$ cat config.mk
export PLATFORM = sky130hd
export DESIGN_NAME = dma_abort_seq
export DESIGN_NICKNAME = d
export VERILOG_FILES = /design/src/rtl/dma_abt_pkg.sv /design/src/rtl/dma_abt_regs.sv /design/src/rtl/dma_abt_fsm.sv /design/src/rtl/dma_abort_seq.sv
export SDC_FILE = /design/constraint.sdc
export NUM_CORES = 1
export LEC_CHECK = 0
export ABC_AREA = 1
export CAP_MARGIN = 20
export CORE_AREA = 5 5 42 44
export DETAILED_ROUTE_END_ITERATION = 8
export DIE_AREA = 0 0 47 49
export PLACE_DENSITY = 0.67
export RECOVER_POWER = 100
export SLEW_MARGIN = 20
export SYNTH_ARGS = -nofsm -noshare
export SYNTH_HDL_FRONTEND = slang
export SYNTH_SLANG_ARGS = --single-unit
$ cat constraint.sdc
create_clock -name clk -period 1.8 [get_ports clk]
set_input_delay 0.36 -clock clk [delete_from_list [all_inputs] [get_ports clk]]
set_output_delay 0.36 -clock clk [all_outputs]
set_load 0.05 [all_outputs]
$ cat src/rtl/dma_abt_pkg.sv
package dma_abt_pkg;
    localparam int WR_W     = 3;
    localparam int RD_W     = 5;
    localparam int BIT_EN   = 0;
    localparam int BIT_GO   = 1;
    localparam int BIT_ABT  = 2;
    localparam int BIT_BUSY = 1;
    localparam int BIT_DONE = 4;

    typedef enum logic [1:0] {
        ST_IDLE   = 2'd0,
        ST_ACTIVE = 2'd1,
        ST_DRAIN  = 2'd2
    } chan_state_e;
endpackage

$ cat src/rtl/dma_abt_regs.sv
module dma_abt_regs
    import dma_abt_pkg::*;
(
    input  logic            clk,
    input  logic            rst_n,
    input  logic            cfg_wr,
    input  logic [WR_W-1:0] cfg_wdata,
    input  logic            abort_clr,
    output logic            en_q,
    output logic            abort_q,
    output logic            start_req
);
    logic abort_set;

    // start only counts when the same write also sets enable
    assign start_req = cfg_wr && cfg_wdata[BIT_GO] && cfg_wdata[BIT_EN];
    // abort only counts when the write leaves the channel disabled
    assign abort_set = cfg_wr && cfg_wdata[BIT_ABT] && !cfg_wdata[BIT_EN];

    always_ff @(posedge clk) begin
        if (!rst_n) begin
            en_q    <= 1'b0;
            abort_q <= 1'b0;
        end else begin
            if (cfg_wr) begin
                en_q <= cfg_wdata[BIT_EN];
            end
            if (abort_set) begin
                abort_q <= 1'b1;
            end else if (abort_clr) begin
                abort_q <= 1'b0;
            end
        end
    end
endmodule

$ cat src/rtl/dma_abt_fsm.sv
module dma_abt_fsm
    import dma_abt_pkg::*;
#(
    parameter int EXTRA_MAX = 2
) (
    input  logic        clk,
    input  logic        rst_n,
    input  logic        start_req,
    input  logic        abort_q,
    input  logic        eng_beat,
    input  logic        eng_last,
    output chan_state_e state_q,
    output logic        done_q,
    output logic        abort_clr,
    output logic        eng_run,
    output logic        eng_abort
);
    localparam int CNT_W = $clog2(EXTRA_MAX + 1);
    localparam logic [CNT_W-1:0] CNT_END = CNT_W'(EXTRA_MAX - 1);

    chan_state_e     state_d;
    logic [CNT_W-1:0] cnt_q;
    logic [CNT_W-1:0] cnt_d;
    logic            done_set;
    logic            done_clr;

    always_comb begin
        state_d  = state_q;
        cnt_d    = cnt_q;
        done_set = 1'b0;
        done_clr = 1'b0;
        unique case (state_q)
            ST_IDLE: begin
                if (start_req) begin
                    done_clr = 1'b1;
                    cnt_d    = '0;
                    state_d  = abort_q ? ST_DRAIN : ST_ACTIVE;
                end
            end
            ST_ACTIVE: begin
                if (eng_last) begin
                    done_set = 1'b1;
                    state_d  = ST_IDLE;
                end else if (abort_q) begin
                    cnt_d   = '0;
                    state_d = ST_DRAIN;
                end
            end
            ST_DRAIN: begin
                if (eng_last || (eng_beat && cnt_q == CNT_END)) begin
                    done_set = 1'b1;
                    state_d  = ST_IDLE;
                end else if (eng_beat) begin
                    cnt_d = cnt_q + 1'b1;
                end
            end
            default: state_d = ST_IDLE;
        endcase
    end

    always_ff @(posedge clk) begin
        if (!rst_n) begin
            state_q <= ST_IDLE;
            cnt_q   <= '0;
            done_q  <= 1'b0;
        end else begin
            state_q <= state_d;
            cnt_q   <= cnt_d;
            if (done_set) begin
                done_q <= 1'b1;
            end else if (done_clr) begin
                done_q <= 1'b0;
            end
        end
    end

    always_comb begin
        abort_clr = done_set;
        unique case (state_q)
            ST_IDLE:   begin eng_run = 1'b0; eng_abort = 1'b0; end
            ST_ACTIVE: begin eng_run = 1'b1; eng_abort = 1'b0; end
            ST_DRAIN:  begin eng_run = 1'b1; eng_abort = 1'b1; end
            default:   begin eng_run = 1'b0; eng_abort = 1'b0; end
        endcase
    end
endmodule

$ cat src/rtl/dma_abort_seq.sv
module dma_abort_seq
    import dma_abt_pkg::*;
#(
    parameter int EXTRA_MAX = 2
) (
    input  logic            clk,
    input  logic            rst_n,
    input  logic            cfg_wr,
    input  logic [WR_W-1:0] cfg_wdata,
    output logic [RD_W-1:0] cfg_rdata,
    input  logic            eng_beat,
    input  logic            eng_last,
    output logic            eng_run,
    output logic            eng_abort,
    output logic            chan_done
);
    logic        en_q;
    logic        abort_q;
    logic        start_req;
    logic        abort_clr;
    logic        done_q;
    chan_state_e state_q;

    dma_abt_regs u_regs (
        .clk       (clk),
        .rst_n     (rst_n),
        .cfg_wr    (cfg_wr),
        .cfg_wdata (cfg_wdata),
        .abort_clr (abort_clr),
        .en_q      (en_q),
        .abort_q   (abort_q),
        .start_req (start_req)
    );

    dma_abt_fsm #(.EXTRA_MAX(EXTRA_MAX)) u_fsm (
        .clk       (clk),
        .rst_n     (rst_n),
        .start_req (start_req),
        .abort_q   (abort_q),
        .eng_beat  (eng_beat),
        .eng_last  (eng_last),
        .state_q   (state_q),
        .done_q    (done_q),
        .abort_clr (abort_clr),
        .eng_run   (eng_run),
        .eng_abort (eng_abort)
    );

    always_comb begin
        cfg_rdata           = '0;
        cfg_rdata[BIT_EN]   = en_q;
        cfg_rdata[BIT_BUSY] = (state_q != ST_IDLE);
        cfg_rdata[BIT_ABT]  = abort_q;
        cfg_rdata[BIT_DONE] = done_q;
    end

    assign chan_done = done_q;
endmodule

[Word level (Yosys, flattened, before mapping)]
Index checks and enable logic that the tools add are counted.
Word-level totals
  memory bits (writable): 0
  memories kept: 0
  logic and storage cells: 54
  latch bits: 0
  output and inout port bits: 8
  register bits: 7
  memory bits (read-only): 0
Operators by class
  multiply operators: 0
  multiplexer cells: 23
  $add $sub $neg: 1
  eq/ne operators: 10
  bitwise logic cells: 0
  shifts and indexed selects: 0
  div/mod/pow operators: 0
  order comparisons: 0
  reductions and logical operators: 15
Operators with widths (number)
  $mux 2: 10
  $pmux 2 s3: 2
  $mux 1: 10
  $ne 2x2->1 const B: 5
  $reduce_and 6->1: 1
  $reduce_bool 2->1: 3
  $logic_and 1x1->1: 5
  $eq 2x1->1 const B: 2
  $ne 3x3->1 const B: 1
  $reduce_and 3->1: 1
  $reduce_bool 3->1: 1
  $add 2x1->2 const B: 1
  $eq 2x2->1 const B: 1
  $logic_not 2->1: 1
  $ne 2x1->1 const B: 1
  $pmux 1 s2: 1
  $reduce_or 2->1: 1
  $logic_not 1->1: 1
  $logic_or 1x1->1: 1

[Longest topological paths before layout]
  depth after elaboration: 7
  depth in mapped cells: 9

[Hierarchy]
From an unflattened synthesis, not the netlist that was laid out.
Unflattened totals
  cells, all modules: 80
  area, all modules: 526.8 um^2
By module, submodules not included
  dma_abt_fsm: cells an instance 58, instances 1, seq. area each 100.1 um^2, area an instance 389.1 um^2
  dma_abt_regs: cells an instance 14, instances 1, seq. area each 40.0 um^2, area an instance 92.6 um^2
  dma_abort_seq: cells an instance 8, instances 1, seq. area each 0.0 um^2, area an instance 45.0 um^2

[Worst setup path before layout]
OpenSTA, ideal clock, no wires.
  path kind: reg-to-reg
  from: register u_fsm.state_q[0]
  to: register u_fsm.cnt_q[1]
  data arrival time: 1.393 ns
  slack: 0.297 ns
  buffers on the path: 0
  clock period less this slack: 1.503 ns
  data required time: 1.690 ns
  cell stages (with the launch flop): 10
  path through: dfxtp_1 -> inv_1 -> ha_1 -> inv_1 -> o21ai_0 -> nand2_1 -> nand3_1 -> nand2_1 -> inv_1 -> nor2_1
Between the ends
  cells in the longest elaborated chain, start to end: 3
Ends and longest elaborated chain
  start, declared: line dma_abt_fsm.sv:12  | output chan_state_e state_q,
  start signal, assigned: line dma_abt_fsm.sv:67  | state_q <= state_d;
  $eq 2x2->1 (tied with other cells): line dma_abt_fsm.sv:32  | unique case (state_q)
  $ne 2x2->1 (no line) or $reduce_bool 3->1 (tied branches)
  $reduce_and 6->1 (no line)
  end signal, assigned: line dma_abt_fsm.sv:68  | cnt_q <= cnt_d;
  end, declared: line dma_abt_fsm.sv:22  | logic [CNT_W-1:0] cnt_q;
Parallel ways exist; a longest one is shown, timed or not.
A chain may end at the register's enable or synchronous reset.

[Worst setup path after layout]
  from: register u_fsm.state_q[0]
  to: output port eng_run
Between the ends
  cells in the longest elaborated chain, start to end: 3
Ends and longest elaborated chain
  $eq 2x1->1 or $eq 2x2->1 (tied branches): line dma_abt_fsm.sv:79  | unique case (state_q)
  $reduce_or 2->1 (no line) (*)
  $mux 1 (*): line dma_abt_fsm.sv:79
  end, declared: line dma_abort_seq.sv:13  | output logic eng_run,
Every way passes the cells marked *; elsewhere a longest branch is shown, timed or not.

==> flow_summary.html <==
<table>
<tr><th>Metric</th><th>Value</th></tr>
<tr><th colspan="2">Global route</th></tr>
<tr><td>Initial antenna violation count</td><td>0</td></tr>
<tr><td>Vias in the first global route</td><td>about 450</td></tr>
<tr><td>Leftover overflow at the end of global routing</td><td>0</td></tr>
<tr><td>GRT Util Overall</td><td>0.103</td></tr>
<tr><td>Largest net degree at the start of global routing</td><td>7</td></tr>
<tr><td>First-pass GRT wire length</td><td>1700 um</td></tr>
<tr><th colspan="2">Clock tree</th></tr>
<tr><td>Count of H-tree levels built during CTS</td><td>1</td></tr>
<tr><td>Setup bufs post-CTS</td><td>0</td></tr>
<tr><td>Sink count of the clock tree</td><td>7</td></tr>
<tr><td>Register clock-pin slew on the reported worst setup and hold paths</td><td>around 0.05 ns</td></tr>
<tr><td>Hold_buf cts</td><td>0</td></tr>
<tr><td>Clock buffers created by TritonCTS</td><td>3</td></tr>
<tr><td>Clk Tree Root Cell</td><td>sky130_fd_sc_hd__clkbuf_4</td></tr>
<tr><td>Clock tree from TritonCTS</td><td>yes</td></tr>
<tr><td>Max clock buf depth</td><td>2</td></tr>
<tr><td>Clock latency reported for the late side of the worst-skew pair</td><td>about 0.25 ns</td></tr>
<tr><td>CTS resizes</td><td>0</td></tr>
<tr><th colspan="2">Placed design</th></tr>
<tr><td>Count of port buffers added during placement</td><td>14</td></tr>
<tr><td>Worst setup timing slack at the placement stage</td><td>~0.26 ns</td></tr>
<tr><td>Final weighted congestion of routability-driven global placement</td><td>a little over 0.8</td></tr>
<tr><td>Placed wire-length estimate</td><td>approximately 870 um</td></tr>
<tr><th colspan="2">Finish</th></tr>
<tr><td>Layout cells sized above 1</td><td>0.156</td></tr>
<tr><td>Synthesis-to-finish area growth</td><td>25.2%</td></tr>
<tr><td>Ant diodes</td><td>0</td></tr>
<tr><td>Layout Nets</td><td>103</td></tr>
<tr><th colspan="2">Min path</th></tr>
<tr><td>Class of the most critical hold timing path</td><td>register to register</td></tr>
<tr><th colspan="2">Floorplan</th></tr>
<tr><td>Chip Height</td><td>between 40 and 50 um</td></tr>
<tr><td>Io pins</td><td>16</td></tr>
<tr><td>Placeable Area</td><td>1400 um2</td></tr>
<tr><td>Number of placement rows</td><td>14</td></tr>
<tr><td>Initial core utilization</td><td>0.358</td></tr>
<tr><td>Floorplan die area</td><td>around 2300 um2</td></tr>
<tr><td>Die extent in x</td><td>47 um</td></tr>
<tr><th colspan="2">Critical path</th></tr>
<tr><td>Buffers plus inverters on the worst setup path</td><td>2</td></tr>
<tr><td>Cell Chain, Critical Path</td><td>inv_1 -&gt; ha_1 -&gt; clkbuf_2</td></tr>
<tr><td>Family with the most delay on the worst path</td><td>buffers and inverters</td></tr>
<tr><td>Element type at the critical path start</td><td>register</td></tr>
<tr><td>Crit Path Class</td><td>register to primary output</td></tr>
<tr><td>Largest fanout on the critical path</td><td>3</td></tr>
<tr><td>Worst path slowest cell</td><td>sky130_fd_sc_hd__dfxtp_1</td></tr>
<tr><td>CP arrival</td><td>1.22 ns</td></tr>
<tr><td>Highest cell delay on the worst timing path</td><td>between 0.3 and 0.4 ns</td></tr>
<tr><td>Worst EP required</td><td>around 1.4 ns</td></tr>
<tr><td>Category of the worst setup path capture point</td><td>primary output</td></tr>
<tr><th colspan="2">Logic synthesis</th></tr>
<tr><td>Post-synthesis area per instance</td><td>6.60 um2</td></tr>
<tr><td>Sequential-to-total area share from yosys stat</td><td>0.279</td></tr>
<tr><td>Cell type contributing the most total cell area after synthesis</td><td>sky130_fd_sc_hd__dfxtp_1</td></tr>
<tr><td>Synthesis-stage register bit count</td><td>7</td></tr>
<tr><td>Instance count of the mapped netlist</td><td>76</td></tr>
<tr><td>Cell types with the largest area share after synthesis</td><td>sky130_fd_sc_hd__dfxtp_1 (28%), sky130_fd_sc_hd__nand2_1 (10%), sky130_fd_sc_hd__ha_1 (10%)</td></tr>
<tr><td>Number of distinct library cell variants in the gate-level netlist after synthesis</td><td>18</td></tr>
<tr><td>Post-Synthesis Cell Area</td><td>502 um2</td></tr>
<tr><td>Syn. warnings</td><td>0</td></tr>
<tr><td>Synth top area share</td><td>0.279</td></tr>
<tr><td>Synthesized netlist net count</td><td>88</td></tr>
<tr><th colspan="2">Power and ir drop</th></tr>
<tr><td>Standby leakage power</td><td>between 0.0002 and 0.0003 uW</td></tr>
<tr><td>Power per unit of standard cell area</td><td>914 nW/um2</td></tr>
<tr><td>Sequential cell fraction of total power</td><td>0.308</td></tr>
<tr><td>P_sw</td><td>~230 uW</td></tr>
<tr><td>Power share of the combinational group</td><td>0.445</td></tr>
<tr><td>Internal power</td><td>344 uW</td></tr>
<tr><td>Part of the total power dissipated in the clock network</td><td>0.246</td></tr>
<tr><td>Worst VDD drop</td><td>0.000428 V</td></tr>
<tr><td>Fraction of power spent switching nets</td><td>0.400</td></tr>
<tr><th colspan="2">STA</th></tr>
<tr><td>Endpoints failing setup</td><td>0</td></tr>
<tr><td>Worst hold slack after final layout</td><td>between 0.4 and 0.5 ns</td></tr>
<tr><td>Worst-Margin Slew</td><td>0.601 ns</td></tr>
<tr><td>Worst clock skew</td><td>approximately 0.0054 ns</td></tr>
<tr><td>Timing-limited maximum frequency</td><td>~630 MHz</td></tr>
<tr><td>Clock period minus worst slack</td><td>around 1.6 ns</td></tr>
<tr><td>Final period utilization</td><td>0.879</td></tr>
<tr><td>Count of endpoints failing hold in the final timing report</td><td>0</td></tr>
<tr><td>Setup TNS</td><td>0 ns</td></tr>
<tr><td>Slew margin rel.</td><td>0.601</td></tr>
<tr><td>Number of pins exceeding their max-slew limit in the final report</td><td>0</td></tr>
<tr><td>Worst Slack Setup Final</td><td>approximately 0.22 ns</td></tr>
<tr><td>Unrepaired setup endpoints after global routing</td><td>false</td></tr>
<tr><th colspan="2">Drt</th></tr>
<tr><td>DRC Markers</td><td>0</td></tr>
<tr><td>Initial DRC Count</td><td>11</td></tr>
<tr><td>Avg Vias per Cell</td><td>about 4.4</td></tr>
<tr><td>Number of antenna-violating nets in the routed design</td><td>0</td></tr>
<tr><td>Total Routed Length</td><td>between 1000 and 1500 um</td></tr>
<tr><td>DR pass1 iterations</td><td>4</td></tr>
<tr><td>Routed wire length per instance</td><td>~9.7 um</td></tr>
<tr><td>DR vias</td><td>roughly 470</td></tr>
<tr><th colspan="2">Run</th></tr>
<tr><td>Max-cap violations</td><td>0</td></tr>
<tr><th colspan="2">Status</th></tr>
<tr><td>Result of the run</td><td>finished clean</td></tr>
</table>
-- state kept, by name, indices dropped and copies added (netlist names) --
signal / flops
u_fsm.state_q: 2
u_regs.en_q: 1
u_fsm.done_q: 1
u_regs.abort_q: 1
u_fsm.cnt_q: 2
-- area by class of cell --
| class | instances | area [um2] |
|---|---|---|
| clock buffer | 4 | 26.3 |
| fill | 153 | 773 |
| inverter | 15 | 56.3 |
| multi-input combinational | 50 | 270 |
| sequential | 7 | 140 |
| tap | 16 | 20.0 |
| timing repair buffer | 14 | 115 |
-- per-stage QoR --
stage	total power [uW]	utilization	std cells	area [um2]
floorplan	372	-	76	502
global placement	464	0.465	102	652
detailed placement	467	0.465	102	652
CTS	611	0.484	106	678
global route	625	0.448	106	628
finish	574	0.448	106	628
-- worst paths after layout --
kind / start / endpoint / slack, ns / depth (start not counted)
worst min-delay path: u_fsm.state_q[1] / u_fsm.state_q[1] / 0.50 / 2
worst max register to register: u_fsm.state_q[0] / u_fsm.cnt_q[0] / 0.49 / 9
worst max-delay path: u_fsm.state_q[0] / eng_run / 0.22 / 3
worst min register to register: u_fsm.state_q[1] / u_fsm.state_q[1] / 0.50 / 2
-- cells by family (layout without fill, tap and decap cells) --
family,after synthesis,count (layout),share of synthesized area
buffers and inverters,19,33,0.172
flip-flops,7,7,0.279
adder cells (fa/ha/maj),4,4,0.0998
AO/OA/AOI/OAI,10,10,0.0997
other,1,1,0.00747
AND/OR/NAND/NOR,35,35,0.342
-- worst register-to-register path, delay by kind of cell, from the launching register on --
| family | cells | cell delay, ns |
|---|---|---|
| simple gates | 5 | 0.50 |
| fa+ha+maj | 1 | 0.25 |
| flops | 1 | 0.33 |
| buf+inv | 3 | 0.17 |
-- cell usage in the layout, fill, tap and decap left out, types with 3 or more instances in the layout --
cell                              count
sky130_fd_sc_hd__clkbuf_4             3
sky130_fd_sc_hd__inv_2                3
sky130_fd_sc_hd__nor2_1               4
sky130_fd_sc_hd__clkbuf_1             5
sky130_fd_sc_hd__clkdlybuf4s50_1      6
sky130_fd_sc_hd__ha_1                 4
sky130_fd_sc_hd__nand3_1             10
sky130_fd_sc_hd__o21ai_0              3
sky130_fd_sc_hd__nand2_1             14
sky130_fd_sc_hd__dfxtp_1              7
sky130_fd_sc_hd__a21oi_1              6
sky130_fd_sc_hd__inv_1               11
-- layer usage --
metal  vias to the layer above  global-route usage  share of wire
met4                         0              0.0276         0.0068
met1                       203               0.115           0.43
li1                        259                   -              -
met3                         2              0.0664          0.056
met2                         7               0.158           0.51
met5                         -                   0              0
-- synth_stat cells (all sizes together) --
master   n
conb     1
nand2   16
or2      1
dfxtp    7
nor2     6
o21ai    4
nand3b   1
a21oi    6
nand3   11
inv     14
buf      4
clkinv   1
ha       4
-- power by group through the flow --
stage / registers (uW) / clock network (uW) / logic [uW]
after floorplan: 181 / 0 / 191
after global placement: 180 / 0 / 284
after detailed placement: 181 / 0 / 286
after CTS: 177 / 146 / 287
after global routing: 179 / 160 / 285
final: 177 / 141 / 255
(Power assumes the default switching activity.)
